## src/rtl/comm_seq_pkg.sv

```systemverilog
// Package: types and helpers shared by the commutation sequencer.
// Assumes six commutation steps, numbered 0 to 5, and a three-leg bridge
// whose leg bits are ordered A (bit 0), B (bit 1), C (bit 2).
package comm_seq_pkg;

    localparam int NUM_STEPS = 6;
    localparam int NUM_LEGS  = 3;

    typedef logic [2:0]          step_t;
    typedef logic [NUM_LEGS-1:0] leg_mask_t;

    typedef struct packed {
        leg_mask_t hs;
        leg_mask_t ls;
    } drive_t;

    // Adds an advance of 0..4 steps to a step, modulo NUM_STEPS.
    function automatic step_t step_add(step_t cur, logic [2:0] amount);
        logic [3:0] sum;
        sum = {1'b0, cur} + {1'b0, amount};
        if (sum >= 4'(NUM_STEPS)) sum = sum - 4'(NUM_STEPS);
        return sum[2:0];
    endfunction

    // Maps a step to the legs driven high and driven low.
    function automatic drive_t step_drive(step_t s);
        drive_t d;
        case (s)
            3'd0:    d = '{hs: 3'b001, ls: 3'b010};
            3'd1:    d = '{hs: 3'b001, ls: 3'b100};
            3'd2:    d = '{hs: 3'b010, ls: 3'b100};
            3'd3:    d = '{hs: 3'b010, ls: 3'b001};
            3'd4:    d = '{hs: 3'b100, ls: 3'b001};
            3'd5:    d = '{hs: 3'b100, ls: 3'b010};
            default: d = '{hs: 3'b000, ls: 3'b000};
        endcase
        return d;
    endfunction

endpackage

```

## src/rtl/ext_step_gate.sv

```systemverilog
// Module: ext_step_gate
// Turns the external increment level into a single-cycle step pulse on each
// rising edge. A rising edge is accepted only when at least GAP_CYCLES
// cycles have passed since the last accepted one.
// Assumes ext_incr is already synchronous to clk. GAP_CYCLES is at least 1.
module ext_step_gate #(
    parameter int GAP_CYCLES = 10
) (
    input  logic clk,
    input  logic rst_n,
    input  logic ext_incr,
    output logic step_o
);
    localparam int CW = $clog2(GAP_CYCLES + 1);

    logic          ext_prev;
    logic [CW-1:0] hold_cnt;
    logic          rise;

    assign rise   = ext_incr & ~ext_prev;
    assign step_o = rise & (hold_cnt == '0);

    // Keep the previous level of the line so that edges can be found.
    always_ff @(posedge clk) begin
        if (!rst_n) ext_prev <= 1'b0;
        else        ext_prev <= ext_incr;
    end

    // Count down the spacing window that starts at each accepted edge.
    always_ff @(posedge clk) begin
        if (!rst_n)                hold_cnt <= '0;
        else if (step_o)           hold_cnt <= CW'(GAP_CYCLES - 1);
        else if (hold_cnt != '0)   hold_cnt <= hold_cnt - 1'b1;
    end
endmodule

```

## src/rtl/phase_counter.sv

```systemverilog
// Module: phase_counter
// Holds the commutation step and advances it by the sum of all requests
// seen in a cycle: one for a zero crossing, one for an external step and
// two for a double step. The result wraps modulo six.
// Assumes each request input is a single-cycle pulse.
module phase_counter
    import comm_seq_pkg::*;
(
    input  logic  clk,
    input  logic  rst_n,
    input  logic  zc_step,
    input  logic  ext_step,
    input  logic  dbl_step,
    output step_t phase_o
);
    logic [2:0] amount;
    step_t      phase_q;

    // Add up the step requests of this cycle.
    always_comb begin
        amount = {dbl_step, 1'b0} + {2'b00, zc_step} + {2'b00, ext_step};
    end

    // Register the step, starting from step 0 after reset.
    always_ff @(posedge clk) begin
        if (!rst_n) phase_q <= '0;
        else        phase_q <= step_add(phase_q, amount);
    end

    assign phase_o = phase_q;
endmodule

```

## src/rtl/drive_decoder.sv

```systemverilog
// Module: drive_decoder
// Decodes the step into per-leg switch enables and applies the overrides.
// Tristate turns every switch off and takes priority over brake. Brake
// turns on every low side.
// Assumes the step is in the range 0..5. Other values give all switches off.
module drive_decoder
    import comm_seq_pkg::*;
(
    input  step_t     phase,
    input  logic      tristate,
    input  logic      brake,
    output leg_mask_t hs_en,
    output leg_mask_t ls_en
);
    drive_t base;

    // Look up the normal drive pattern for the present step.
    always_comb base = step_drive(phase);

    for (genvar g = 0; g < NUM_LEGS; g++) begin : g_leg
        // Apply the overrides to one leg.
        always_comb begin
            if (tristate) begin
                hs_en[g] = 1'b0;
                ls_en[g] = 1'b0;
            end else if (brake) begin
                hs_en[g] = 1'b0;
                ls_en[g] = 1'b1;
            end else begin
                hs_en[g] = base.hs[g];
                ls_en[g] = base.ls[g];
            end
        end
    end
endmodule

```

## src/rtl/commutation_sequencer.sv

```systemverilog
// Module: commutation_sequencer (top)
// Six-step commutation sequencer. It takes zero-crossing, double-step and
// external-increment requests, masks zero crossings while the external line
// is high, toggles spin_sense on every zero crossing, and drives the bridge
// enables with the tristate and brake overrides applied.
// Assumes every input is synchronous to clk.
module commutation_sequencer
    import comm_seq_pkg::*;
#(
    parameter int GAP_CYCLES = 10
) (
    input  logic       clk,
    input  logic       rst_n,
    input  logic       zero_crossing,
    input  logic       double_step,
    input  logic       ext_incr,
    input  logic       tristate,
    input  logic       brake,
    output logic [2:0] hs_en,
    output logic [2:0] ls_en,
    output logic [2:0] phase_idx,
    output logic       spin_sense
);
    logic  ext_step;
    logic  zc_step;
    logic  spin_q;
    step_t phase;

    // Ignore zero crossings while the external increment line is high.
    assign zc_step = zero_crossing & ~ext_incr;

    ext_step_gate #(.GAP_CYCLES(GAP_CYCLES)) u_gate (
        .clk      (clk),
        .rst_n    (rst_n),
        .ext_incr (ext_incr),
        .step_o   (ext_step)
    );

    phase_counter u_count (
        .clk      (clk),
        .rst_n    (rst_n),
        .zc_step  (zc_step),
        .ext_step (ext_step),
        .dbl_step (double_step),
        .phase_o  (phase)
    );

    drive_decoder u_dec (
        .phase    (phase),
        .tristate (tristate),
        .brake    (brake),
        .hs_en    (hs_en),
        .ls_en    (ls_en)
    );

    // Toggle the spin indicator on every zero crossing, masked or not.
    always_ff @(posedge clk) begin
        if (!rst_n)             spin_q <= 1'b0;
        else if (zero_crossing) spin_q <= ~spin_q;
    end

    assign phase_idx  = phase;
    assign spin_sense = spin_q;
endmodule

```

## config.mk

```make
export PLATFORM = sky130hd
export DESIGN_NAME = commutation_sequencer
export DESIGN_NICKNAME = d
export VERILOG_FILES = /design/src/rtl/comm_seq_pkg.sv /design/src/rtl/ext_step_gate.sv /design/src/rtl/phase_counter.sv /design/src/rtl/drive_decoder.sv /design/src/rtl/commutation_sequencer.sv
export SDC_FILE = /design/constraint.sdc
export NUM_CORES = 1
export LEC_CHECK = 0
export ABC_AREA = 1
export ABC_CLOCK_PERIOD_IN_PS = 2470
export BUFFER_PORTS_ARGS = -buffer_cell sky130_fd_sc_hd__buf_4
export CAP_MARGIN = 40
export CORE_UTILIZATION = 49
export DETAILED_ROUTE_END_ITERATION = 10
export PLACE_DENSITY = 0.71
export SLEW_MARGIN = 20
export SYNTH_ARGS = -nofsm -noshare
export SYNTH_HDL_FRONTEND = slang
export SYNTH_SLANG_ARGS = --single-unit
```

## constraint.sdc

```tcl
create_clock -name clk -period 2.47 [get_ports clk]
set_input_delay 0.3705 -clock clk [delete_from_list [all_inputs] [get_ports clk]]
set_output_delay 0.3705 -clock clk [all_outputs]
set_load 0.02 [all_outputs]
```

==> impl_metrics.csv <==
group,metric,value,unit
setup_path,crit_buf_inv,4,
setup_path,path_max_fanout,4,
setup_path,end_kind,"flop",
route,drt_iter0_drc,10,
synthesis,ys.flop_type,"dfxtp_1",
clock_tree,cts_setup_buffers,0,
setup_path,max_stage_delay,0.44,ns
synthesis,syn_avg_cell_area,6.82,µm²
power_and_ir_drop,p_sw_frac,0.466,
outcome,outcome,"complete, no violations",
setup_path,cpLargestDelayFamily,"adder cells",
synthesis,synth_common_cells,"23 x nand2_1, 15 x inv_1, 9 x dfxtp_1, 9 x nor2_1, 6 x nand3_1",
power_and_ir_drop,ir_drop,0.530,mV
setup_path,arrival,2.44,ns
power_and_ir_drop,p_comb_frac,0.556,
layout,diodes,0,
global_routing,grt_pass1_vias,474,
clock_tree,clock-sinks,9,
synthesis,synth-xor-area-share,0.0273,
power_and_ir_drop,leakage,0.431,nW
power_and_ir_drop,pwr-share-seq,0.311,
synthesis,synth_top_area_share,0.281,
global_routing,grt_pass1_wl,1770,µm
synthesis,synth_compound_area_frac,0.0527,
synthesis,yosysSeqAreaShare,0.281,
min_path,min_path_type,"in -> reg",
setup_path,crit_path_frequent_cell,"inv_1",
clock_tree,cts_made_buffers,3,
global_routing,gr-total-overflow,0,
setup_path,crit_chain,"inv_1, ha_1, inv_1, nor2_2, nand2_2, nor2_1, fa_1, inv_1, fa_1, inv_1, nand3_2, nand2_1, nand2_1, nor2_2",
synthesis,synth_top_family_by_area,"simple AND/OR/NAND/NOR gates",
synthesis,ys_warn_count,0,
placed_design,routabilityCongestion,0.688,
sta,final-hold-violation-count,0,
synthesis,synthMuxAreaShare,0,
layout,post-route-util,0.676,
sta,finalMaxSlewViolations,0,
synthesis,syn-instance-count,94,
layout,final_nets,125,
route,vias_per_cell,4.61,
sta,setup_violations,0,
synthesis,synth_area_leader_cell,"dfxtp_1",
sta,rsz0062_at_grt,"no",
power_and_ir_drop,switchingPower,0.000398,W
sta,maxSlewHeadroom,0.704,
synthesis,synth_fa_ha_area_frac,0.121,
synthesis,async_reset_ff_frac,0,
clock_tree,clock_path_buffers,2,
route,dr_total_vias,581,
setup_path,cp.required,2.67,ns
floorplanning,die_h,38.2,µm
route,dr.pass1.iters,4,
clock_tree,ctsHoldBuffers,0,
setup_path,critPathKind,"reg -> reg",
floorplanning,io_pins,17,
placed_design,hpwlAfterDp,905,µm
floorplanning,die_width,38.2,µm
placed_design,portBuffers,16,
sta,finalCritPeriodShare,0.906,
floorplanning,rows,12,
global_routing,track_usage,0.181,
synthesis,synth_simple_gate_area_frac,0.352,
sta,period_needed,2.24,ns
synthesis,syn_nets,106,
setup_path,worst_setup_path_start_kind,"flop",
sta,clock_skew,0.00319,ns
clock_tree,post_cts_resized,0,
sta,timing.fmax,447,MHz
sta,worst_slew_pin_slew,0.444,ns
flow_run,maxCapViolCount,0,
clock_tree,clk_latency,0.26,ns
sta,fin_tns_setup,0,ns
clock_tree,h-tree-depth,1,
power_and_ir_drop,power_density,1090,mW/mm²
power_and_ir_drop,total_power,0.000855,W
power_and_ir_drop,power.share.clock,0.133,
route,wl_per_cell,9.24,µm
global_routing,antenna_found_initial,0,
clock_tree,cts_tree,"done",
clock_tree,clockRootBuffer,"clkbuf_4",
route,final_antenna_net_count,0,
synthesis,yosysMostFrequentCell,"nand2_1",
synthesis,synth_cell_types,21,
route,wl,1160,µm
synthesis,yosys-top-cells-area,"dfxtp_1 28%, nand2_1 13%, inv_1 8.8%, fa_1 6.3%, ha_1 5.9%",
synthesis,netlist_area,641,µm²
floorplanning,initial_utilization,0.554,
setup_path,cp_slowest_cell,"fa_1",
synthesis,synth_edf_count,0,
layout,area_growth,22.1,%
route,drcViolationCount,0,
power_and_ir_drop,p_int,0.000457,W
clock_tree,clk_pin_slew,0.06,ns
floorplanning,fp.coreArea,0.00116,mm²
floorplanning,die_area,0.00146,mm²
layout,drive_gt1_frac,0.286,
synthesis,synth-seq-cells,9,
global_routing,grt_max_degree,11,
layout,fill_cells,111,
==> per-stage QoR <==
| step | setup slack [ns] | hold WS [ns] | instances | instance area, µm² |
|---|---|---|---|---|
| 4_1_cts | 0.226 | 0.292 | 126 | 782 |
| 3_3_place_gp | 0.282 | 0.450 | 122 | 756 |
| 5_1_grt | 0.0223 | 0.324 | 126 | 782 |
| 2_1_floorplan | 0.392 | 0.439 | 94 | 641 |
| 3_5_place_dp | 0.234 | 0.459 | 122 | 756 |
| 6_report | 0.233 | 0.303 | 126 | 782 |
==> worst reg2reg max path, cell delays in order (launching register included) <==
cell and delay, ns:
dfxtp_1 0.37, inv_1 0.08, ha_1 0.19, inv_1 0.06, nor2_2 0.05, nand2_2 0.09
nor2_1 0.06, fa_1 0.41, inv_1 0.08, fa_1 0.44, inv_1 0.11, nand3_2 0.08
nand2_1 0.06, nand2_1 0.05, nor2_2 0.07
==> sequential cells by signal (all words and copies together), names as in the netlist <==
signal,cells
spin_sense,1
u_count.phase_o,3
u_gate.ext_prev,1
u_gate.hold_cnt,4
==> power by group through the flow <==
stage / clock network, W / logic (W) / registers (W)
global route: 0.000122 / 0.000537 / 0.000274
detailed placement: 0 / 0.000474 / 0.000269
global placement: 0 / 0.000468 / 0.000266
CTS: 0.000120 / 0.000480 / 0.000266
floorplan: 0 / 0.000353 / 0.000272
finish: 0.000114 / 0.000476 / 0.000265
==> final timing paths <==
| kind | slack, ns | endpoint | start | cells after the start |
|---|---|---|---|---|
| worst min register to register | 0.47 | u_gate.hold_cnt[1]$_SDFFE_PP0P_ | u_gate.hold_cnt[1]$_SDFFE_PP0P_ | 2 |
| worst min-delay path | 0.30 | u_gate.ext_prev$_SDFF_PN0_ | ext_incr | 3 |
| worst max register to register | 0.23 | u_count.phase_o[1]$_SDFF_PN0_ | u_gate.hold_cnt[0]$_SDFFE_PN0P_ | 14 |
| worst max-delay path | 0.23 | u_count.phase_o[1]$_SDFF_PN0_ | u_gate.hold_cnt[0]$_SDFFE_PN0P_ | 14 |
==> metal layers <==
| layer | track usage | part of all wire | vias up |
|---|---|---|---|
| li1 | - | - | 321 |
| met1 | 0.201 | 0.46 | 247 |
| met2 | 0.301 | 0.50 | 11 |
| met3 | 0.0349 | 0.027 | 2 |
| met4 | 0.134 | 0.015 | 0 |
| met5 | 0 | 0 | - |
==> final cells by class <==
class / count / area, µm² / share of cell area
flip-flops and latches: 9 / 180 / 0.230
multi-input cells: 62 / 354 / 0.453
well taps: 14 / 17.5 / 0.0224
inverters: 21 / 83.8 / 0.107
clock buffers: 4 / 26.3 / 0.0336
repair buffers: 16 / 120 / 0.154
==> placed cells by master, fill, tap and decap left out, types with 3 or more instances in the layout <==
cell type and n:
buf_4 16, clkbuf_4 3, dfxtp_1 9, ha_1 3, inv_1 15, inv_2 5
nand2_1 23, nand3_1 6, nor2_1 9, nor3_1 3, o21ai_1 3
==> cell families after synthesis <==
| group | count (synthesis) |
|---|---|
| compound gates | 6 |
| xor+xnor | 2 |
| fa+ha+maj | 5 |
| buf+inv | 23 |
| flops | 9 |
| simple gates | 49 |
No activity file was read; power rests on OpenSTA's default activity.
